## config.mk

```make
export PLATFORM = sky130hd
export DESIGN_NAME = bt_host_regs
export DESIGN_NICKNAME = d
export VERILOG_FILES = /design/src/rtl/bt_host_pkg.sv /design/src/rtl/bt_inbound_buf.sv /design/src/rtl/bt_outbound_buf.sv /design/src/rtl/bt_irq_ctrl.sv /design/src/rtl/bt_host_regs.sv
export SDC_FILE = /design/constraint.sdc
export NUM_CORES = 1
export LEC_CHECK = 0
export BUFFER_PORTS_ARGS = -buffer_cell sky130_fd_sc_hd__buf_2
export CORE_ASPECT_RATIO = 1.25
export CORE_MARGIN = 1
export CORE_UTILIZATION = 40
export DETAILED_ROUTE_END_ITERATION = 8
export GPL_ROUTABILITY_DRIVEN = 0
export PLACE_DENSITY = 0.6
export SKIP_CTS_REPAIR_TIMING = 1
export SLEW_MARGIN = 20
export SYNTH_ARGS = -nofsm -noshare
export SYNTH_HDL_FRONTEND = slang
export SYNTH_HIERARCHICAL = 1
export SYNTH_SLANG_ARGS = --single-unit
export TNS_END_PERCENT = 100
```

## constraint.sdc

```tcl
create_clock -name clk -period 4.17 [get_ports clk]
set_input_delay 0.2085 -clock clk [delete_from_list [all_inputs] [get_ports clk]]
set_output_delay 0.2085 -clock clk [all_outputs]
set_load 0.05 [all_outputs]
```

## src/rtl/bt_host_pkg.sv

```systemverilog
package bt_host_pkg;
  localparam logic [1:0] OFS_CTL  = 2'd0;
  localparam logic [1:0] OFS_DATA = 2'd1;
  localparam logic [1:0] OFS_MASK = 2'd2;

  localparam int CB_CLR_IN  = 0;
  localparam int CB_CLR_OUT = 1;
  localparam int CB_RING    = 2;
  localparam int CB_RSP_AT  = 3;
  localparam int CB_MSG_AT  = 4;
  localparam int CB_HBUSY   = 6;

  localparam int MB_EN   = 0;
  localparam int MB_PEND = 1;

  typedef struct packed {
    logic       mask_wr;
    logic [1:0] mask_val;
    logic       clr_rsp_at;
    logic       clr_msg_at;
    logic       rsp_load;
    logic       attn_set;
    logic       attn_clr;
  } irq_evt_t;
endpackage

```

## src/rtl/bt_inbound_buf.sv

```systemverilog
module bt_inbound_buf #(
  parameter int DEPTH = 64,
  parameter int CNT_W = 8,
  localparam int IDX_W = $clog2(DEPTH)
) (
  input  logic             clk,
  input  logic             rst_n,
  input  logic             wr_en,
  input  logic [7:0]       wr_data,
  input  logic             clr,
  output logic [CNT_W-1:0] cnt,
  input  logic [IDX_W-1:0] rd_idx,
  output logic [7:0]       rd_data
);
  logic [7:0]       mem [DEPTH];
  logic [CNT_W-1:0] cnt_q, cnt_d;
  logic             store_en;

  assign store_en = wr_en && (cnt_q < CNT_W'(DEPTH));

  always_comb begin
    cnt_d = cnt_q;
    if (clr)
      cnt_d = '0;
    else if (wr_en && (cnt_q != '1))
      cnt_d = cnt_q + CNT_W'(1);
  end

  always_ff @(posedge clk or negedge rst_n) begin
    if (!rst_n) cnt_q <= '0;
    else        cnt_q <= cnt_d;
  end

  always_ff @(posedge clk) begin
    if (store_en) mem[cnt_q[IDX_W-1:0]] <= wr_data;
  end

  assign cnt     = cnt_q;
  assign rd_data = mem[rd_idx];
endmodule

```

## src/rtl/bt_outbound_buf.sv

```systemverilog
module bt_outbound_buf #(
  parameter int DEPTH = 64,
  localparam int IDX_W = $clog2(DEPTH),
  localparam int LEN_W = $clog2(DEPTH+1)
) (
  input  logic             clk,
  input  logic             rst_n,
  input  logic             ld_wr,
  input  logic [IDX_W-1:0] ld_idx,
  input  logic [7:0]       ld_data,
  input  logic             load,
  input  logic [LEN_W-1:0] load_len,
  input  logic             take,
  input  logic             rewind,
  output logic             avail,
  output logic [7:0]       head,
  output logic [LEN_W-1:0] pos,
  output logic [LEN_W-1:0] len
);
  logic [7:0]       mem [DEPTH];
  logic [LEN_W-1:0] pos_q, pos_d, len_q, len_d;

  assign avail = pos_q < len_q;

  always_comb begin
    pos_d = pos_q;
    len_d = len_q;
    if (rewind) begin
      pos_d = '0;
    end else if (take && avail) begin
      if (pos_q + LEN_W'(1) == len_q) begin
        pos_d = '0;
        len_d = '0;
      end else begin
        pos_d = pos_q + LEN_W'(1);
      end
    end
    if (load) begin
      pos_d = '0;
      len_d = (load_len > LEN_W'(DEPTH)) ? LEN_W'(DEPTH) : load_len;
    end
  end

  always_ff @(posedge clk or negedge rst_n) begin
    if (!rst_n) begin
      pos_q <= '0;
      len_q <= '0;
    end else begin
      pos_q <= pos_d;
      len_q <= len_d;
    end
  end

  always_ff @(posedge clk) begin
    if (ld_wr) mem[ld_idx] <= ld_data;
  end

  assign head = mem[pos_q[IDX_W-1:0]];
  assign pos  = pos_q;
  assign len  = len_q;
endmodule

```

## src/rtl/bt_irq_ctrl.sv

```systemverilog
module bt_irq_ctrl
  import bt_host_pkg::*;
(
  input  logic     clk,
  input  logic     rst_n,
  input  irq_evt_t evt,
  output logic     rsp_at,
  output logic     msg_at,
  output logic     en,
  output logic     pend
);
  logic rsp_q, rsp_d, msg_q, msg_d, en_q, en_d, pend_q, pend_d;

  always_comb begin
    rsp_d  = rsp_q;
    msg_d  = msg_q;
    en_d   = en_q;
    pend_d = pend_q;
    // host side first
    if (evt.clr_rsp_at) rsp_d = 1'b0;
    if (evt.clr_msg_at) msg_d = 1'b0;
    if (evt.mask_wr) begin
      if (evt.mask_val[MB_EN] != en_d) begin
        if (evt.mask_val[MB_EN]) begin
          if (rsp_d || msg_d) pend_d = 1'b1;
          en_d = 1'b1;
        end else begin
          pend_d = 1'b0;
          en_d   = 1'b0;
        end
      end
      if (evt.mask_val[MB_PEND]) pend_d = 1'b0;
    end
    // controller side next
    if (evt.rsp_load) begin
      rsp_d = 1'b1;
      if (en_d) pend_d = 1'b1;
    end
    if (evt.attn_set && !evt.attn_clr && !msg_d) begin
      msg_d = 1'b1;
      if (en_d && !rsp_d) pend_d = 1'b1;
    end else if (evt.attn_clr && !evt.attn_set && msg_d) begin
      msg_d = 1'b0;
      if (!rsp_d) pend_d = 1'b0;
    end
  end

  always_ff @(posedge clk or negedge rst_n) begin
    if (!rst_n) begin
      rsp_q  <= 1'b0;
      msg_q  <= 1'b0;
      en_q   <= 1'b0;
      pend_q <= 1'b0;
    end else begin
      rsp_q  <= rsp_d;
      msg_q  <= msg_d;
      en_q   <= en_d;
      pend_q <= pend_d;
    end
  end

  assign rsp_at = rsp_q;
  assign msg_at = msg_q;
  assign en     = en_q;
  assign pend   = pend_q;
endmodule

```

## src/rtl/bt_host_regs.sv

```systemverilog
module bt_host_regs
  import bt_host_pkg::*;
#(
  parameter int DEPTH = 64,
  parameter int CNT_W = 8,
  localparam int IDX_W = $clog2(DEPTH),
  localparam int LEN_W = $clog2(DEPTH+1)
) (
  input  logic             clk,
  input  logic             rst_n,
  input  logic [1:0]       host_addr,
  input  logic             host_wr,
  input  logic             host_rd,
  input  logic [7:0]       host_wdata,
  output logic [7:0]       host_rdata,
  output logic             req_strobe,
  output logic [CNT_W-1:0] in_len,
  input  logic [IDX_W-1:0] in_rd_idx,
  output logic [7:0]       in_rd_data,
  input  logic             rsp_wr,
  input  logic [IDX_W-1:0] rsp_idx,
  input  logic [7:0]       rsp_data,
  input  logic             rsp_load,
  input  logic [LEN_W-1:0] rsp_len,
  input  logic             attn_set,
  input  logic             attn_clr,
  output logic             irq
);
  logic ctl_wr, data_wr, mask_wr, data_rd;
  logic bbusy_q, bbusy_d, hbusy_q, hbusy_d, req_q, req_d;
  logic out_avail;
  logic [7:0] out_head;
  logic [LEN_W-1:0] out_pos, out_len;
  logic rsp_at, msg_at, irq_en, irq_pend;
  irq_evt_t evt;
  logic unused_wbits;

  assign unused_wbits = ^{host_wdata[7], host_wdata[5]};

  assign ctl_wr  = host_wr && (host_addr == OFS_CTL);
  assign data_wr = host_wr && (host_addr == OFS_DATA);
  assign mask_wr = host_wr && (host_addr == OFS_MASK);
  assign data_rd = host_rd && (host_addr == OFS_DATA);

  bt_inbound_buf #(.DEPTH(DEPTH), .CNT_W(CNT_W)) i_in (
    .clk(clk), .rst_n(rst_n),
    .wr_en(data_wr), .wr_data(host_wdata),
    .clr(ctl_wr && host_wdata[CB_CLR_IN]),
    .cnt(in_len), .rd_idx(in_rd_idx), .rd_data(in_rd_data)
  );

  bt_outbound_buf #(.DEPTH(DEPTH)) i_out (
    .clk(clk), .rst_n(rst_n),
    .ld_wr(rsp_wr), .ld_idx(rsp_idx), .ld_data(rsp_data),
    .load(rsp_load), .load_len(rsp_len),
    .take(data_rd), .rewind(ctl_wr && host_wdata[CB_CLR_OUT]),
    .avail(out_avail), .head(out_head), .pos(out_pos), .len(out_len)
  );

  always_comb begin
    evt            = '0;
    evt.mask_wr    = mask_wr;
    evt.mask_val   = host_wdata[1:0];
    evt.clr_rsp_at = ctl_wr && host_wdata[CB_RSP_AT];
    evt.clr_msg_at = ctl_wr && host_wdata[CB_MSG_AT];
    evt.rsp_load   = rsp_load;
    evt.attn_set   = attn_set;
    evt.attn_clr   = attn_clr;
  end

  bt_irq_ctrl i_irq (
    .clk(clk), .rst_n(rst_n), .evt(evt),
    .rsp_at(rsp_at), .msg_at(msg_at), .en(irq_en), .pend(irq_pend)
  );

  always_comb begin
    hbusy_d = hbusy_q ^ (ctl_wr && host_wdata[CB_HBUSY]);
    req_d   = ctl_wr && host_wdata[CB_RING];
    bbusy_d = bbusy_q;
    if (req_d)    bbusy_d = 1'b1;
    if (rsp_load) bbusy_d = 1'b0;
  end

  always_ff @(posedge clk or negedge rst_n) begin
    if (!rst_n) begin
      bbusy_q <= 1'b0;
      hbusy_q <= 1'b0;
      req_q   <= 1'b0;
    end else begin
      bbusy_q <= bbusy_d;
      hbusy_q <= hbusy_d;
      req_q   <= req_d;
    end
  end

  always_comb begin
    unique case (host_addr)
      OFS_CTL:  host_rdata = {bbusy_q, hbusy_q, 1'b0, msg_at, rsp_at, 3'b000};
      OFS_DATA: host_rdata = out_avail ? out_head : 8'hFF;
      OFS_MASK: host_rdata = {6'b0, irq_pend, irq_en};
      default:  host_rdata = 8'hFF;
    endcase
  end

  assign req_strobe = req_q;
  assign irq        = irq_pend;
endmodule

```

==> results.toml, run 1 <==
[placed_design]
quantity_of_i_o_buffers_inserted_on_ports = 70
hpwlAfterDp_um = 63100
placed_inst_area_sq_um = 43800
post-place-ws_ns = 0.498

[sta]
slew_headroom_pct = 21.8
final_count_of_negative_setup_slack_endpoints = 0
tightestPinTransition_ns = 1.17
max_freq_ghz = 0.250
hold_viol_final = 0
min_period_ns = 4.00
post-route-period-util_pct = 96.0
finalMaxSlewViolations = 0
rsz0062_at_grt = "false"
setup_slack_ns = 0.168
worst_clock_skew_ns = 0.0339

[floorplanning]
initial_utilization_pct = 40.5
floorplan.io_pins = 71
die_height_um = 363
die-width_um = 290
row_count = 131
core_area_sq_um = 103000
dieArea_sq_um = 105000

[logic_synthesis]
compound_gate_portion_of_the_synthesized_area_pct = 2.78
postSynthRegisterBits = 1053
ys_dominant_reg_cell = "sky130_fd_sc_hd__edfxtp_1"
synth_simple_gate_area_share_pct = 4.19
combinational_family_with_the_most_area_after_synthesis = "multiplexers"
synthesis.area_sq_um = 41600
synth_edf_count = 1024
synth.yosys.warnings = 6
syn_nets = 2077
ys_types = 66
xor_and_xnor_area_share_after_synthesis_pct = 0.337
synth-seq-area-share_pct = 75.7
syn-mean-instance-area_sq_um = 20.6
post_synth_inst_count = 2023
synth.area.mux_share_pct = 15.3
async_reset_ff_share_pct = 2.75
synth_fa_ha_area_share_pct = 0.271

[drt]
vias_per_cell = 5.67
drt-pass1-iter-count = 5
route.vias.total = 20600
detailedRoute.firstIterationViolations = 1921
remaining_drc_errors = 0
wire_per_inst_um = 27.5
drtAntennaViolNets = 0
detail_route.wirelength_um = 99600

[cts]
number_of_clock_buffers_inserted_by_tritoncts = 104
cts_tree = "built"
cts_sinks = 1053
number_of_buffers_between_clock_root_and_the_deepest_sink = 3
clkTransAtPathRegs_ns = 0.06
clock_tree.htree_level_count = 3
clock-root-buffer = "sky130_fd_sc_hd__clkbuf_16"
clk-insertion-delay-late_ns = 0.67

[global_route]
grt_first_pass_wirelength_um = 146000
grt.met1_usage_pct = 23.3
grt_most_used_layer = "met2"
globalRouteOverflowTotal = 0
number_of_antenna_violations_at_the_first_check_in_global_routing = 1
grt_pass1_vias = 21700
gr-usage-all-layers_pct = 19.0
globalRouteMet3Util_pct = 3.60
grt_start_max_net_pins = 70
gr-usage-met2_pct = 33.0

[run]
drv.max_cap_violation_count = 0

[setup_path]
path_max_fanout = 16
crit_path_top_delay_cell = "sky130_fd_sc_hd__dfrtp_4"
worst_ep_required_time_ns = 3.96
reg2reg_slack_ns = 0.54
endpoint_kind = "output port"
crit_path_max_incr_delay_ns = 0.62
timing.critical_path.from_type = "register"
path_class = "register to output port"
crit_chain = "buf_12, mux4_2, and2_1, a211oi_1, nor3_1, a22oi_1, nand2_1, or3b_1, a22o_1, buf_2"
cp_data_arrival_time_ns = 3.79

[final_layout]
area_growth_syn_to_layout_pct = 14.4
layout_common_cells = "sky130_fd_sc_hd__edfxtp_1, sky130_fd_sc_hd__mux4_2, sky130_fd_sc_hd__nor2_1"
final_util_pct = 46.4
antenna_cells_inserted = 0
drive_above_1_share_pct = 27.5
final_net_count = 2260
layout.cell_area.non_filler_sq_um = 47600
final_common_cell = "sky130_fd_sc_hd__edfxtp_1"

[power]
post-layout-total-power_mw = 22.5
cellLeakagePower_nw = 14.9
power.density_nw_per_um2 = 474
vdd_ir_drop_max_mv = 0.355

[worst_hold_path]
hold_path.class = "input port to register"

[outcome]
outcome = "finished, final reports clean"
worst paths after layout:
kind                         startpoint             to  cells after the start
min reg2reg                     hbusy_q        hbusy_q                      1
max reg2reg                i_out/pos[1]   i_out/len[6]                      9
max in group asynchronous         rst_n   i_out/pos[0]                      2
min                            attn_clr     i_irq/pend                      4
min in group asynchronous         rst_n   i_out/len[5]                      2
max                        i_out/pos[0]  host_rdata[4]                     10
kinds of logic after synthesis:
kind of cell               after synthesis
AOI/OAI and AO/OA                      169
xor gates and xnor gates                16
adders and majority gates                9
buffers and inverters                  119
DFF                                   1053
muxes                                  302
and+or+nand+nor                        355
synth_stat cells (20+ instances only):
cell | n | area share, %
sky130_fd_sc_hd__edfxtp_1 | 1024 | 74
sky130_fd_sc_hd__mux4_2 | 266 | 14
sky130_fd_sc_hd__nor2_1 | 152 | 1.4
sky130_fd_sc_hd__nand2_1 | 43 | 0.39
sky130_fd_sc_hd__clkbuf_1 | 39 | 0.35
sky130_fd_sc_hd__o22ai_1 | 36 | 0.54
sky130_fd_sc_hd__buf_2 | 34 | 0.41
sky130_fd_sc_hd__nor3_1 | 33 | 0.40
sky130_fd_sc_hd__dfrtp_1 | 29 | 1.7
sky130_fd_sc_hd__mux2i_1 | 28 | 0.67
sky130_fd_sc_hd__o21ai_0 | 28 | 0.34
sky130_fd_sc_hd__nand3_1 | 25 | 0.30
sky130_fd_sc_hd__a211oi_1 | 20 | 0.36
worst max-delay path: cells and delay by family, from the launching register on:
kind,cells,cell delay (ns)
buf+inv,2,0.49
flops,1,0.62
mux,1,0.52
simple gates,4,0.77
compound gates,3,0.74
metrics by stage:
stage               std cells  TNS, ns  hold WS (ns)
floorplan                2023        0       -0.0871
global placement         3408        0         0.332
detailed placement       3408        0         0.341
CTS                      3603    -1.12        -0.367
global route             3625        0        0.0344
finish                   3625        0       0.00111
per-layer routing:
layer / part of all wire [%] / up-vias
li1: - / 8782
met1: 39 / 10900
met2: 51 / 731
met3: 6.5 / 177
met4: 3.6 / 0
met5: 0 / -
layout make-up:
class | instances | area, sq um
tap | 1330 | 1660
clock buffer | 121 | 2750
clock inverter | 74 | 762
timing repair buffer | 181 | 1350
inverter | 15 | 56.3
sequential | 1053 | 31500
multi-input combinational | 851 | 9530
fill | 8567 | 55000
power by group:
| group | internal [mW] | leakage (nW) | total, mW | switching, mW |
|---|---|---|---|---|
| clock | 5.64 | 1.73 | 9.57 | 3.93 |
| sequential | 11.7 | 9.58 | 11.8 | 0.0821 |
| combinational | 0.420 | 3.60 | 1.20 | 0.781 |
| total | 17.8 | 14.9 | 22.5 | 4.79 |
sequential cells by signal (all words and copies together), names as in the netlist:
| signal | flops |
|---|---|
| hbusy_q | 1 |
| i_irq/msg_at | 1 |
| i_irq/rsp_at | 1 |
| i_irq/pend | 1 |
| i_out/len | 7 |
| bbusy_q | 1 |
| i_in/mem | 512 |
| req_strobe | 1 |
| i_irq/en | 1 |
| i_out/pos | 7 |
| i_in/cnt | 8 |
| i_out/mem | 512 |
No activity file was read; power rests on OpenSTA's default activity.
==> inputs of run 2 (changes only) <==
--- a/config.mk
+++ b/config.mk
@@ -12,6 +12,7 @@
 export DETAILED_ROUTE_END_ITERATION = 8
 export GPL_ROUTABILITY_DRIVEN = 0
 export PLACE_DENSITY = 0.6
+export RECOVER_POWER = 50
 export SKIP_CTS_REPAIR_TIMING = 1
 export SLEW_MARGIN = 20
 export SYNTH_ARGS = -nofsm -noshare
==> results.toml, run 2 (synthesized netlist as in run 1, its figures left out) <==
[sta]
max_freq_ghz = 0.249
slew_headroom_pct = -107
worst_clock_skew_ns = 0.0358
min_period_ns = 4.02
rsz0062_at_grt = "false"
final.setup.tns_ns = 0
hold_viol_final = 0
final_count_of_negative_setup_slack_endpoints = 0
finalMaxSlewViolations = 924
tightestPinTransition_ns = 3.11
post-route-period-util_pct = 96.4

[setup_path]
critPathBufInv = 2
crit_path_max_incr_delay_ns = 0.62
timing.critical_path.from_type = "register"
crit_chain = "buf_12, mux4_2, and2_1, a211oi_1, nor3_1, o21ai_0, nand2_1, or3b_1, a22o_1, buf_2"
crit_path_top_delay_cell = "sky130_fd_sc_hd__dfrtp_4"
path_class = "register to output port"
endpoint_kind = "output port"
path_max_fanout = 16
cp_data_arrival_time_ns = 3.81
worst_ep_required_time_ns = 3.96
worst_path_dominant_cell_family = "simple AND/OR/NAND/NOR gates"

[cts]
clock-root-buffer = "sky130_fd_sc_hd__clkbuf_16"
number_of_buffers_between_clock_root_and_the_deepest_sink = 3
clkTransAtPathRegs_ns = 0.06
clock_tree.htree_level_count = 3
clk-insertion-delay-late_ns = 0.67
cts_tree = "built"
number_of_clock_buffers_inserted_by_tritoncts = 104
cts_sinks = 1053

[global_route]
gr-usage-all-layers_pct = 19.0
grt_first_pass_wirelength_um = 146000
number_of_antenna_violations_at_the_first_check_in_global_routing = 2
grt_pass1_vias = 21700
grt_start_max_net_pins = 70
globalRouteOverflowTotal = 0

[floorplanning]
initial_utilization_pct = 40.5
row_count = 131
floorplan.io_pins = 71
core_area_sq_um = 103000
die-width_um = 290
dieArea_sq_um = 105000
die_height_um = 363

[placed_design]
numPlacedInstances = 3408
quantity_of_i_o_buffers_inserted_on_ports = 70
hpwlAfterDp_um = 63100

[drt]
drtAntennaViolNets = 0
route.vias.total = 20600
drt-pass1-iter-count = 5
detailedRoute.firstIterationViolations = 1847
wire_per_inst_um = 27.5
met3_length_um = 6360
topRoutingLayerUsed = "met4"
detail_route.wirelength_um = 99800
wl_met1_um = 38800
route.met2.wl_um = 51000
remaining_drc_errors = 0
vias_per_cell = 5.67

[final_layout]
area_growth_syn_to_layout_pct = 14.2
post_layout_nonfiller_instances = 3625
antenna_cells_inserted = 0
final_net_count = 2260
drive_above_1_share_pct = 26.1
layout_common_cells = "sky130_fd_sc_hd__edfxtp_1, sky130_fd_sc_hd__mux4_2, sky130_fd_sc_hd__nor2_1"
final_common_cell = "sky130_fd_sc_hd__edfxtp_1"

[power]
power.density_nw_per_um2 = 475
vdd_ir_drop_max_mv = 0.334
cellLeakagePower_nw = 14.8

[outcome]
outcome = "complete, but fails checks"
failing_checks = "capacitance limit, slew limit"

[run]
drv.max_cap_violation_count = 19

[worst_hold_path]
hold_path.class = "input port to register"
[run 2: cell count changes in the layout (fill, tap and decap cells not counted)]
cell                       delta
sky130_fd_sc_hd__and4bb_2     -1
sky130_fd_sc_hd__nor3_1       +1
sky130_fd_sc_hd__or2_0        +1
sky130_fd_sc_hd__buf_4       -16
sky130_fd_sc_hd__o21ai_0      +1
sky130_fd_sc_hd__nor2_2       -1
sky130_fd_sc_hd__o21ai_1      -1
sky130_fd_sc_hd__and4bb_1     +1
sky130_fd_sc_hd__or2_1        -1
sky130_fd_sc_hd__buf_2       -12
sky130_fd_sc_hd__clkbuf_1    +28
sky130_fd_sc_hd__nor3_2       -1
sky130_fd_sc_hd__nor2_1       +1
[run 2: final timing paths]
| check | startpoint | endpoint | slack [ns] | depth (start not counted) |
|---|---|---|---|---|
| worst max-delay path | i_out/pos[0] | host_rdata[7] | 0.15 | 10 |
| worst min-delay path | attn_clr | i_irq/pend | 0.005 | 4 |
| worst max register to register | i_out/pos[1] | i_out/len[6] | 0.54 | 9 |
| worst min register to register | hbusy_q | hbusy_q | 0.51 | 1 |
| max in group asynchronous | rst_n | i_out/pos[0] | 2.09 | 2 |
| min in group asynchronous | rst_n | i_out/len[5] | 0.65 | 2 |
[run 2: metrics by stage]
step	hold WS (ns)	utilization (%)	total power, mW	area, sq um	setup WS [ns]
after floorplan	-0.0871	-	12.7	41600	1.13
after global placement	0.332	42.7	13.2	43800	0.519
after detailed placement	0.341	42.7	13.2	43800	0.498
after CTS	-0.367	46.1	22.7	47300	-0.208
after global routing	0.0344	46.3	23.2	47500	0.0657
final	0.00549	46.3	22.6	47500	0.149
[run 2: layer usage]
| layer | up-vias | track usage [%] |
|---|---|---|
| met2 | 746 | 33.0 |
| met1 | 10900 | 23.3 |
| li1 | 8785 | - |
| met4 | 0 | 7.53 |
| met3 | 178 | 3.60 |
| met5 | - | 0 |
[run 2: where the power goes]
group / switching (mW) / leakage (nW) / internal, mW
Sequential: 0.0818 / 9.58 / 11.7
Clock: 3.92 / 1.73 / 5.64
Combinational: 0.781 / 3.51 / 0.411
[run 2: final cells by class]
class                   instances  area, sq um
repair buffers                181         1270
flip-flops and latches       1053        31500
well taps                    1330         1660
multi-input cells             851         9520
clock buffers                 121         2750
fillers                      8580        55100
inverters                      15         56.3
clock inverters                74          762
[run 2: worst min-delay path, cell delays in order]
cell,delay (ns)
sky130_fd_sc_hd__buf_2,0.08
sky130_fd_sc_hd__nand2b_1,0.12
sky130_fd_sc_hd__nor3_2,0.15
sky130_fd_sc_hd__a31oi_1,0.06
